## src/rtl/irq_seq_pkg.sv

```systemverilog
package irq_seq_pkg;
  typedef enum logic [1:0] {
    ST_IDLE = 2'd0,
    ST_DISP = 2'd1,
    ST_RET  = 2'd2
  } seq_state_e;

  // bytes saved per interrupt frame, and length of the return routine
  localparam int FRAME_BYTES = 3;
  localparam int RET_STEPS   = 4;
endpackage

```

## src/rtl/irq_seq_fsm.sv

```systemverilog
module irq_seq_fsm
  import irq_seq_pkg::*;
#(
  parameter int DISP_CYC = 13,
  parameter int SW       = $clog2(DISP_CYC + 1)
) (
  input  logic          clk,
  input  logic          rst,
  input  logic          insn_done,
  input  logic          reti_req,
  input  logic          irq_req,
  input  logic          gie_now,
  input  logic          gie_ret,
  output seq_state_e    state,
  output logic [SW-1:0] step,
  output logic          start_norm,
  output logic          start_ret,
  output logic          chain
);
  logic last_disp, last_ret;

  always_comb begin
    last_disp  = (state == ST_DISP) && (step == SW'(DISP_CYC));
    last_ret   = (state == ST_RET) && (step == SW'(RET_STEPS));
    start_ret  = (state == ST_IDLE) && insn_done && reti_req;
    start_norm = (state == ST_IDLE) && insn_done && !reti_req && irq_req && gie_now;
    chain      = last_ret && irq_req && gie_ret;
  end

  always_ff @(posedge clk) begin
    if (rst) begin
      state <= ST_IDLE;
      step  <= '0;
    end else begin
      case (state)
        ST_IDLE: begin
          if (start_ret) begin
            state <= ST_RET;
            step  <= SW'(1);
          end else if (start_norm) begin
            state <= ST_DISP;
            step  <= SW'(1);
          end
        end
        ST_DISP: begin
          if (last_disp) begin
            state <= ST_IDLE;
            step  <= '0;
          end else begin
            step <= step + SW'(1);
          end
        end
        ST_RET: begin
          if (chain) begin
            state <= ST_DISP;
            step  <= SW'(1);
          end else if (last_ret) begin
            state <= ST_IDLE;
            step  <= '0;
          end else begin
            step <= step + SW'(1);
          end
        end
        default: begin
          state <= ST_IDLE;
          step  <= '0;
        end
      endcase
    end
  end

  // without a boundary strobe the idle state is kept
  p_idle_hold_r1: assert property (@(posedge clk) disable iff (rst)
    (state == ST_IDLE) && !insn_done |=> (state == ST_IDLE));

  // global enable clear blocks an interrupt request
  p_gie_block_r9: assert property (@(posedge clk) disable iff (rst)
    (state == ST_IDLE) && !gie_now && !reti_req |=> (state == ST_IDLE));

  // a return at the boundary wins over a request
  p_ret_first_r7: assert property (@(posedge clk) disable iff (rst)
    (state == ST_IDLE) && insn_done && reti_req |=> (state == ST_RET));

  // pending qualified request at return end goes straight to entry
  p_chain_r8: assert property (@(posedge clk) disable iff (rst)
    (state == ST_RET) && (step == SW'(RET_STEPS)) && irq_req && gie_ret
    |=> (state == ST_DISP) && (step == SW'(1)));

  // a running routine keeps its kind until its last step
  p_no_restart_r9: assert property (@(posedge clk) disable iff (rst)
    (state == ST_DISP) && (step != SW'(DISP_CYC)) |=> (state == ST_DISP) && (step != SW'(1)));
endmodule

```

## src/rtl/irq_seq_snap.sv

```systemverilog
module irq_seq_snap #(
  parameter int DW   = 8,
  parameter int SP_W = 8,
  parameter int PC_W = 2 * DW
) (
  input  logic            clk,
  input  logic            rst,
  input  logic            load_cpu,
  input  logic [PC_W-1:0] pc_i,
  input  logic [DW-1:0]   flags_i,
  input  logic [SP_W-1:0] sp_i,
  input  logic            cap_flags,
  input  logic            cap_pcl,
  input  logic            chain,
  input  logic [DW-1:0]   stk_rdata,
  input  logic            cap_vec,
  input  logic [DW-1:0]   irq_vec,
  output logic [PC_W-1:0] pc_q,
  output logic [DW-1:0]   flags_q,
  output logic [SP_W-1:0] sp_q,
  output logic [DW-1:0]   vec_q
);
  localparam int FRAME = irq_seq_pkg::FRAME_BYTES;

  always_ff @(posedge clk) begin
    if (rst) begin
      pc_q    <= '0;
      flags_q <= '0;
      sp_q    <= '0;
      vec_q   <= '0;
    end else begin
      if (load_cpu) begin
        pc_q    <= pc_i;
        flags_q <= flags_i;
        sp_q    <= sp_i;
      end
      if (cap_flags) flags_q <= stk_rdata;
      if (cap_pcl) pc_q[DW-1:0] <= stk_rdata;
      if (chain) begin
        pc_q[PC_W-1:DW] <= stk_rdata;
        sp_q            <= sp_q - SP_W'(FRAME);
      end
      if (cap_vec) vec_q <= irq_vec;
    end
  end
endmodule

```

## src/rtl/irq_dispatch_seq.sv

```systemverilog
module irq_dispatch_seq
  import irq_seq_pkg::*;
#(
  parameter int DW       = 8,
  parameter int SP_W     = 8,
  parameter int DISP_CYC = 13,
  parameter int GIE_BIT  = 0
) (
  input  logic               clk,
  input  logic               rst,
  input  logic               insn_done,
  input  logic               reti_req,
  input  logic               irq_req,
  input  logic [DW-1:0]      irq_vec,
  input  logic [2*DW-1:0]    pc_i,
  input  logic [DW-1:0]      flags_i,
  input  logic [SP_W-1:0]    sp_i,
  input  logic [DW-1:0]      stk_rdata,
  output logic               busy,
  output logic               irq_ack,
  output logic               done,
  output logic               ret_done,
  output logic               pc_we,
  output logic [2*DW-1:0]    pc_o,
  output logic               flags_we,
  output logic [DW-1:0]      flags_o,
  output logic               sp_we,
  output logic [SP_W-1:0]    sp_o,
  output logic               stk_we,
  output logic               stk_re,
  output logic [SP_W-1:0]    stk_addr,
  output logic [DW-1:0]      stk_wdata
);
  localparam int PC_W     = 2 * DW;
  localparam int SW       = $clog2(DISP_CYC + 1);
  localparam int VEC_STEP = DISP_CYC - 1;
  localparam int CLR_STEP = FRAME_BYTES + 1;

  seq_state_e      state;
  logic [SW-1:0]   step;
  logic            start_norm, start_ret, chain;
  logic [PC_W-1:0] pc_q;
  logic [DW-1:0]   flags_q, vec_q;
  logic [SP_W-1:0] sp_q;
  logic            in_disp, in_ret;

  assign in_disp = (state == ST_DISP);
  assign in_ret  = (state == ST_RET);

  irq_seq_fsm #(.DISP_CYC(DISP_CYC), .SW(SW)) u_fsm (
    .clk        (clk),
    .rst        (rst),
    .insn_done  (insn_done),
    .reti_req   (reti_req),
    .irq_req    (irq_req),
    .gie_now    (flags_i[GIE_BIT]),
    .gie_ret    (flags_q[GIE_BIT]),
    .state      (state),
    .step       (step),
    .start_norm (start_norm),
    .start_ret  (start_ret),
    .chain      (chain)
  );

  irq_seq_snap #(.DW(DW), .SP_W(SP_W), .PC_W(PC_W)) u_snap (
    .clk       (clk),
    .rst       (rst),
    .load_cpu  (start_norm | start_ret),
    .pc_i      (pc_i),
    .flags_i   (flags_i),
    .sp_i      (sp_i),
    .cap_flags (in_ret && (step == SW'(2))),
    .cap_pcl   (in_ret && (step == SW'(3))),
    .chain     (chain),
    .stk_rdata (stk_rdata),
    .cap_vec   (irq_ack),
    .irq_vec   (irq_vec),
    .pc_q      (pc_q),
    .flags_q   (flags_q),
    .sp_q      (sp_q),
    .vec_q     (vec_q)
  );

  always_comb begin
    busy      = (state != ST_IDLE);
    irq_ack   = in_disp && (step == SW'(VEC_STEP));
    done      = in_disp && (step == SW'(DISP_CYC));
    ret_done  = in_ret && (step == SW'(RET_STEPS));
    pc_we     = 1'b0;
    pc_o      = '0;
    flags_we  = 1'b0;
    flags_o   = '0;
    sp_we     = 1'b0;
    sp_o      = '0;
    stk_we    = 1'b0;
    stk_re    = 1'b0;
    stk_addr  = '0;
    stk_wdata = '0;

    // entry: push high, low, flags; clear flags; load vector
    if (in_disp && (step <= SW'(FRAME_BYTES))) begin
      stk_we   = 1'b1;
      stk_addr = sp_q + SP_W'(step - SW'(1));
      sp_we    = 1'b1;
      sp_o     = sp_q + SP_W'(step);
      if (step == SW'(1))      stk_wdata = pc_q[PC_W-1:DW];
      else if (step == SW'(2)) stk_wdata = pc_q[DW-1:0];
      else                     stk_wdata = flags_q;
    end
    if (in_disp && (step == SW'(CLR_STEP))) begin
      flags_we = 1'b1;
      flags_o  = '0;
    end
    if (done) begin
      pc_we = 1'b1;
      pc_o  = {{DW{1'b0}}, vec_q};
    end

    // return: pop flags, low, high; write back in the last step
    if (in_ret && (step <= SW'(FRAME_BYTES))) begin
      stk_re   = 1'b1;
      stk_addr = sp_q - SP_W'(step);
    end
    if (ret_done) begin
      pc_we    = 1'b1;
      pc_o     = {stk_rdata, pc_q[DW-1:0]};
      flags_we = 1'b1;
      flags_o  = flags_q;
      sp_we    = 1'b1;
      sp_o     = sp_q - SP_W'(FRAME_BYTES);
    end
  end

  // independent length counter for the entry routine
  logic [SW:0] chk_cnt;
  always_ff @(posedge clk) begin
    if (rst)                       chk_cnt <= '0;
    else if (start_norm || chain)  chk_cnt <= (SW+1)'(1);
    else if (done)                 chk_cnt <= '0;
    else if (chk_cnt != '0)        chk_cnt <= chk_cnt + (SW+1)'(1);
  end

  p_entry_len_r2: assert property (@(posedge clk) disable iff (rst)
    done |-> (chk_cnt == (SW+1)'(DISP_CYC)));

  p_push_step_r3: assert property (@(posedge clk) disable iff (rst)
    stk_we && $past(stk_we) |-> (stk_addr == $past(stk_addr) + SP_W'(1)));

  p_clear_after_push_r4: assert property (@(posedge clk) disable iff (rst)
    $fell(stk_we) && in_disp |-> flags_we && (flags_o == '0));

  p_ack_then_load_r5: assert property (@(posedge clk) disable iff (rst)
    irq_ack |=> done && pc_we && (pc_o[PC_W-1:DW] == '0));

  p_port_excl_r6: assert property (@(posedge clk) disable iff (rst)
    !(stk_we && stk_re));

  p_ret_wb_r6: assert property (@(posedge clk) disable iff (rst)
    ret_done |-> pc_we && flags_we && sp_we && !stk_re);

  p_reset_idle_r10: assert property (@(posedge clk)
    rst |=> !busy && !stk_we && !pc_we);
endmodule

```

## config.mk

```make
export PLATFORM = sky130hd
export DESIGN_NAME = irq_dispatch_seq
export DESIGN_NICKNAME = d
export VERILOG_FILES = /design/src/rtl/irq_seq_pkg.sv /design/src/rtl/irq_seq_fsm.sv /design/src/rtl/irq_seq_snap.sv /design/src/rtl/irq_dispatch_seq.sv
export SDC_FILE = /design/constraint.sdc
export NUM_CORES = 1
export LEC_CHECK = 0
export ABC_AREA = 0
export BUFFER_PORTS_ARGS = -buffer_cell sky130_fd_sc_hd__buf_2
export CAP_MARGIN = 15
export CORE_MARGIN = 2
export CORE_UTILIZATION = 50
export DETAILED_ROUTE_END_ITERATION = 10
export GPL_ROUTABILITY_DRIVEN = 0
export GPL_TIMING_DRIVEN = 0
export PLACE_DENSITY_LB_ADDON = 0.1
export SETUP_SLACK_MARGIN = 0.02
export SYNTH_ARGS = -nofsm -noshare
export SYNTH_HDL_FRONTEND = slang
export SYNTH_SLANG_ARGS = --single-unit
export TNS_END_PERCENT = 30
```

## constraint.sdc

```tcl
create_clock -name clk -period 4.7 [get_ports clk]
set_input_delay 0.47 -clock clk [delete_from_list [all_inputs] [get_ports clk]]
set_output_delay 0.47 -clock clk [all_outputs]
set_load 0.02 [all_outputs]
```

After elaboration in Yosys (flattened, before gate mapping)

Cells that the tools add are included.

Reductions and logical operators: 22
Add/subtract/negate cells: 6
Muxes and demuxes: 36
Magnitude comparators: 1
Equality and inequality tests: 11
Div/mod/pow operators: 0
Multipliers: 0
Shifts and indexed selects: 0
Bitwise operators: 1

Operators with widths:

| kind                                                 | count |
|---|---|
| two-way mux 8 bit                                    | 15 |
| two-way mux 16 bit                                   | 2 |
| two-way mux 4 bit                                    | 5 |
| logical AND 1 bit                                    | 15 |
| one-hot mux 4 bit (3 select lines)                   | 1 |
| two-way mux 2 bit                                    | 5 |
| adder 8 x 4 -> 8 bit                                 | 1 |
| adder 8 bit                                          | 1 |
| == test 4 x 2 -> 1 bit (second input constant)       | 2 |
| == test 4 bit (second input constant)                | 2 |
| nonzero test 2 bit                                   | 4 |
| subtractor 8 x 2 -> 8 bit (second input constant)    | 1 |
| subtractor 8 x 4 -> 8 bit                            | 1 |
| two-way mux 1 bit                                    | 7 |
| != test 3 bit (second input constant)                | 2 |
| one-hot mux 2 bit (3 select lines)                   | 1 |
| subtractor 4 x 1 -> 5 bit (second input constant)    | 1 |
| adder 4 x 1 -> 4 bit (second input constant)         | 1 |
| == test 4 x 1 -> 1 bit (second input constant)       | 1 |
| == test 4 x 3 -> 1 bit (second input constant)       | 1 |
| <= comparator 4 x 2 -> 1 bit (second input constant) | 1 |
| AND reduction 3 bit                                  | 1 |
| == test 2 x 1 -> 1 bit (second input constant)       | 1 |
| == test 2 bit (second input constant)                | 1 |
| other kinds (4)                                      | 4 |

Bits in writable memories: 0
Input port bits: 53
Bits in latches: 0
Output and inout bits: 57
Memories: 0
Register bits: 46
Word-level logic and storage cells: 84
Bits in read-only memories: 0

Depth between registers and ports, before layout

Word-level depth: 8
Depth in mapped cells: 10
Depth with buffers taken out: 10

Cells and area by module

From an unflattened synthesis, not the netlist that was laid out.

Cell total of the unflattened synthesis: 449
Area, all modules: 3731.1 µm²

By module, submodules not included:

| module           | instances | cells an instance | area each (µm²) | sequential area each (µm²) |
|---|---|---|---|---|
| irq_seq_snap     | 1         | 193               | 1839.3          | 800.8 |
| irq_dispatch_seq | 1         | 206               | 1488.9          | 0.0 |
| irq_seq_fsm      | 1         | 50                | 402.9           | 120.1 |

Least setup slack after synthesis

OpenSTA, ideal clock, no wires.

Path type: register to output
From: register u_fsm.step[1]
To: output stk_addr[7]
Path buffers: 0
Stages on the path, launching flop included: 10
Data required time: 4.230 ns
Slack: 1.667 ns
Arrival time: 2.563 ns
Path through: dfxtp_1 > inv_1 > ha_1 > xor2_1 > ha_1 > a21oi_1 > a211o_1 > and3_1 > or3_1 > a32oi_1

Cells in the longest elaborated chain, start to end: 4
Elaborated cells on any way between the ends: 8
Classes of those cells: add/sub (3); order compare (1); mux (2); reduce/logical (2)

RTL lines:

| item                                                                      | line                                                                      | text |
|---|---|---|
| start: declaration                                                        | irq_seq_fsm.sv:15                                                         | `output logic [SW-1:0] step,` |
| start signal: assignment                                                  | irq_seq_fsm.sv:50                                                         | `step <= step + SW'(1);` |
| start signal: assignment                                                  | irq_seq_fsm.sv:61                                                         | `step <= step + SW'(1);` |
| subtractor 4 x 1 -> 5 bit or <= comparator 4 x 2 -> 1 bit (tied branches) | irq_dispatch_seq.sv:103, irq_dispatch_seq.sv:101, irq_dispatch_seq.sv:120 |  |
| adder 8 bit or logical AND 1 bit (tied branches)                          | irq_dispatch_seq.sv:103, irq_dispatch_seq.sv:101                          |  |
| two-way mux 8 bit                                                         | irq_dispatch_seq.sv:101                                                   | `if (in_disp && (step <= SW'(FRAME_BYTES))) begin` |
| two-way mux 8 bit (*)                                                     | irq_dispatch_seq.sv:120                                                   | `if (in_ret && (step <= SW'(FRAME_BYTES))) begin` |
| end: declaration                                                          | irq_dispatch_seq.sv:31                                                    | `output logic [SP_W-1:0] stk_addr,` |

Every way passes the cells marked *; elsewhere a longest branch is shown, timed or not.

Worst setup path in the final report

Same ends and word-level chain as after synthesis.

==> metrics.txt <==
status finished, final reports clean; maximum clock frequency 280 MHz; asr flop ratio synth 0; CP max FO 9; Startpoint Class register; # diodes 0; Setup-failing EPs final 0; Synth area leader dfxtp_1; count of input and output buffers 108; post-CTS sizing 0; peak supply drop 0.127 mV; worst slew pin tran 643 ps; Final Cycle Share 0.761; CTS max path bufs 2; antenna-violating nets left 0; Area contributors post-synth dfxtp_1 (26%), ha_1 (7.4%), a21oi_1 (6.4%); vias per cell 5.91; Core ar. 6870 um^2; DP Worst Slack 1490 ps; Max Cap Viol 0; setup bufs post-CTS 0; Remaining Overflow, GRT 0; Yosys reg bits 46; HP Class primary input to register; CTS Hold Bufs 0; number of antenna violations at the first check in global routing 0; RSZ-0062 raised after global routing no; final hold violations 0; clock skew 7.26 ps; clock period minus final worst setup slack 3570 ps; Skew-Pair Late Insertion Delay 310 ps; Synth top area share 0.258; count leader, synth nor2_1; total clock sinks 46; drt total wl 11,500 um; CP arrival 3100 ps; Root Buffer clkbuf_8; LEAKAGE 2.03 nW; Nets 642; WS Path Type register to output pin; # IOs 110; Final TNS setup 0 ps; most frequent CP cell ha_1; pin count of the biggest net entering global routing 15; iteration-0 DRC count of the detailed router 247; Tot GR Track Use 0.302; Syn Std Cell Area 3570 um^2; detailed placement HPWL 8680 um; final slew viol count 0; worst-path cell chain inv_1, ha_1, xor2_1, ha_1, a21oi_1, a211o_1, and3_1, or3_1, a32oi_1, buf_2; full die area 7840 um^2; Residual DRC 0; Mean Syn Cell Area 7.94 um^2; Buf/Inv on CP 2; first-pass GRT wire length 18,300 um; max_slew headroom 0.571; Detailed Routing Iterations Pass 1 5; largest delay contributor family on the critical path adder cells; sequential element share of the synthesized area 0.258; WL/cell 17.4 um; Ys Warns 0; number of synthesized flops with an enable pin 0; Die Span X 88.6 um; crit end category output pin; worst reg-to-reg setup slack 2450 ps; P&R area growth vs syn 22.5%; vias in the first global route 3,689; Clock transition at path regs 90 ps; CTS tree built; Via Count 3,915; H-Tree Depth 2; share of cells above drive strength 1 0.277; commonest cells in the synthesized netlist nor2_1 (49), a21oi_1 (46), dfxtp_1 (46); ys flop type dfxtp_1; starting density of the core 0.520; syn nets 527; critical path's slowest cell dfxtp_1; Die Y 88.6 um; crit-path max cell delay 600 ps; TritonCTS buffer count 5; Synth Instances 450; # rows 30; final worst slack 1130 ps; Critical Path RT 4230 ps; PD cells 304 nW/um^2; library cells used by synthesis 65
-- metrics by stage --
| stage | cells | hold slack [ps] | total power, mW | instance area (um^2) | utilization |
|---|---|---|---|---|---|
| floorplan | 450 | 433 | 0.808 | 3570 | - |
| global route | 662 | 397 | 1.40 | 4380 | 0.637 |
| detailed placement | 654 | 447 | 0.955 | 4240 | 0.617 |
| finish | 662 | 383 | 1.33 | 4380 | 0.637 |
| global placement | 654 | 443 | 0.945 | 4240 | 0.617 |
| CTS | 662 | 383 | 1.33 | 4380 | 0.637 |
-- path summary, 6_finish.rpt --
kind                      to  cells past startpoint             from
max              stk_addr[7]                     10    u_fsm.step[1]
min          u_snap.vec_q[2]                      3       irq_vec[2]
max reg2reg   u_snap.sp_q[1]                      9    u_fsm.step[1]
min reg2reg  u_snap.vec_q[0]                      2  u_snap.vec_q[0]
-- routing by layer --
| metal | global-route usage | share of wire | vias to the layer above |
|---|---|---|---|
| met5 | 0 | 0 | - |
| met4 | 0.0992 | 0.017 | 0 |
| met3 | 0.0513 | 0.071 | 24 |
| met2 | 0.506 | 0.49 | 175 |
| met1 | 0.395 | 0.43 | 1835 |
| li1 | - | - | 1881 |
-- layout by cell type (no fill, tap or decap), types with 3 or more instances in the layout --
cell,count
nor2_1,49
clkbuf_8,6
nand3_1,7
a21oi_1,46
fa_1,3
o21ai_0,19
nand2_2,5
xnor2_1,7
nor3b_1,3
o22ai_1,6
buf_6,4
or3_1,3
nor3_1,11
buf_2,116
mux2i_1,16
inv_1,16
a32oi_1,3
a211oi_2,8
and3_1,17
nand2b_1,4
a22oi_1,10
dfxtp_1,46
nor2b_1,4
a221oi_1,4
o21a_1,9
xor2_1,5
a211oi_1,8
ha_1,21
o221ai_1,7
a2bb2oi_1,3
inv_2,3
a22o_1,10
clkbuf_1,12
nand2_1,36
-- power breakdown --
part           switching, mW  internal, mW  leakage, nW  total, mW
Clock                  0.150         0.227       0.0714      0.377
Sequential            0.0357         0.415        0.375      0.451
Combinational          0.305         0.199         1.58      0.504
-- cell families (layout without fill, tap and decap cells) --
| family | after synthesis | in the layout | share of synthesized area |
|---|---|---|---|
| xor+xnor | 12 | 12 | 0.0294 |
| simple gates | 157 | 157 | 0.225 |
| fa+ha+maj | 24 | 24 | 0.0903 |
| compound gates | 148 | 148 | 0.290 |
| flops | 46 | 46 | 0.258 |
| mux | 16 | 16 | 0.0448 |
| buf+inv | 47 | 163 | 0.0627 |
-- final cells by class --
cell class	count	area (um^2)
Multi-Input combinational cell	357	2430
Inverter	21	78.8
Sequential cell	46	921
Buffer	26	145
Timing Repair Buffer	108	541
Fill cell	674	2490
Tap cell	96	120
Clock inverter	2	60.1
Clock buffer	6	82.6
-- flip-flops by register name, indices dropped and copies added (netlist names) --
name,cells
u_snap.pc_q,16
u_snap.sp_q,8
u_snap.flags_q,8
u_snap.vec_q,8
u_fsm.step,4
u_fsm.state,2
-- worst register-to-register path: stages, from the launching register on --
cell     delay (ps)
dfxtp_1         600
inv_1           180
ha_1            270
and3b_1         210
and4_4          180
buf_6           130
nor2_4          210
buf_6           180
nand2_1          60
a21oi_1         160
No activity file was read; power rests on OpenSTA's default activity.
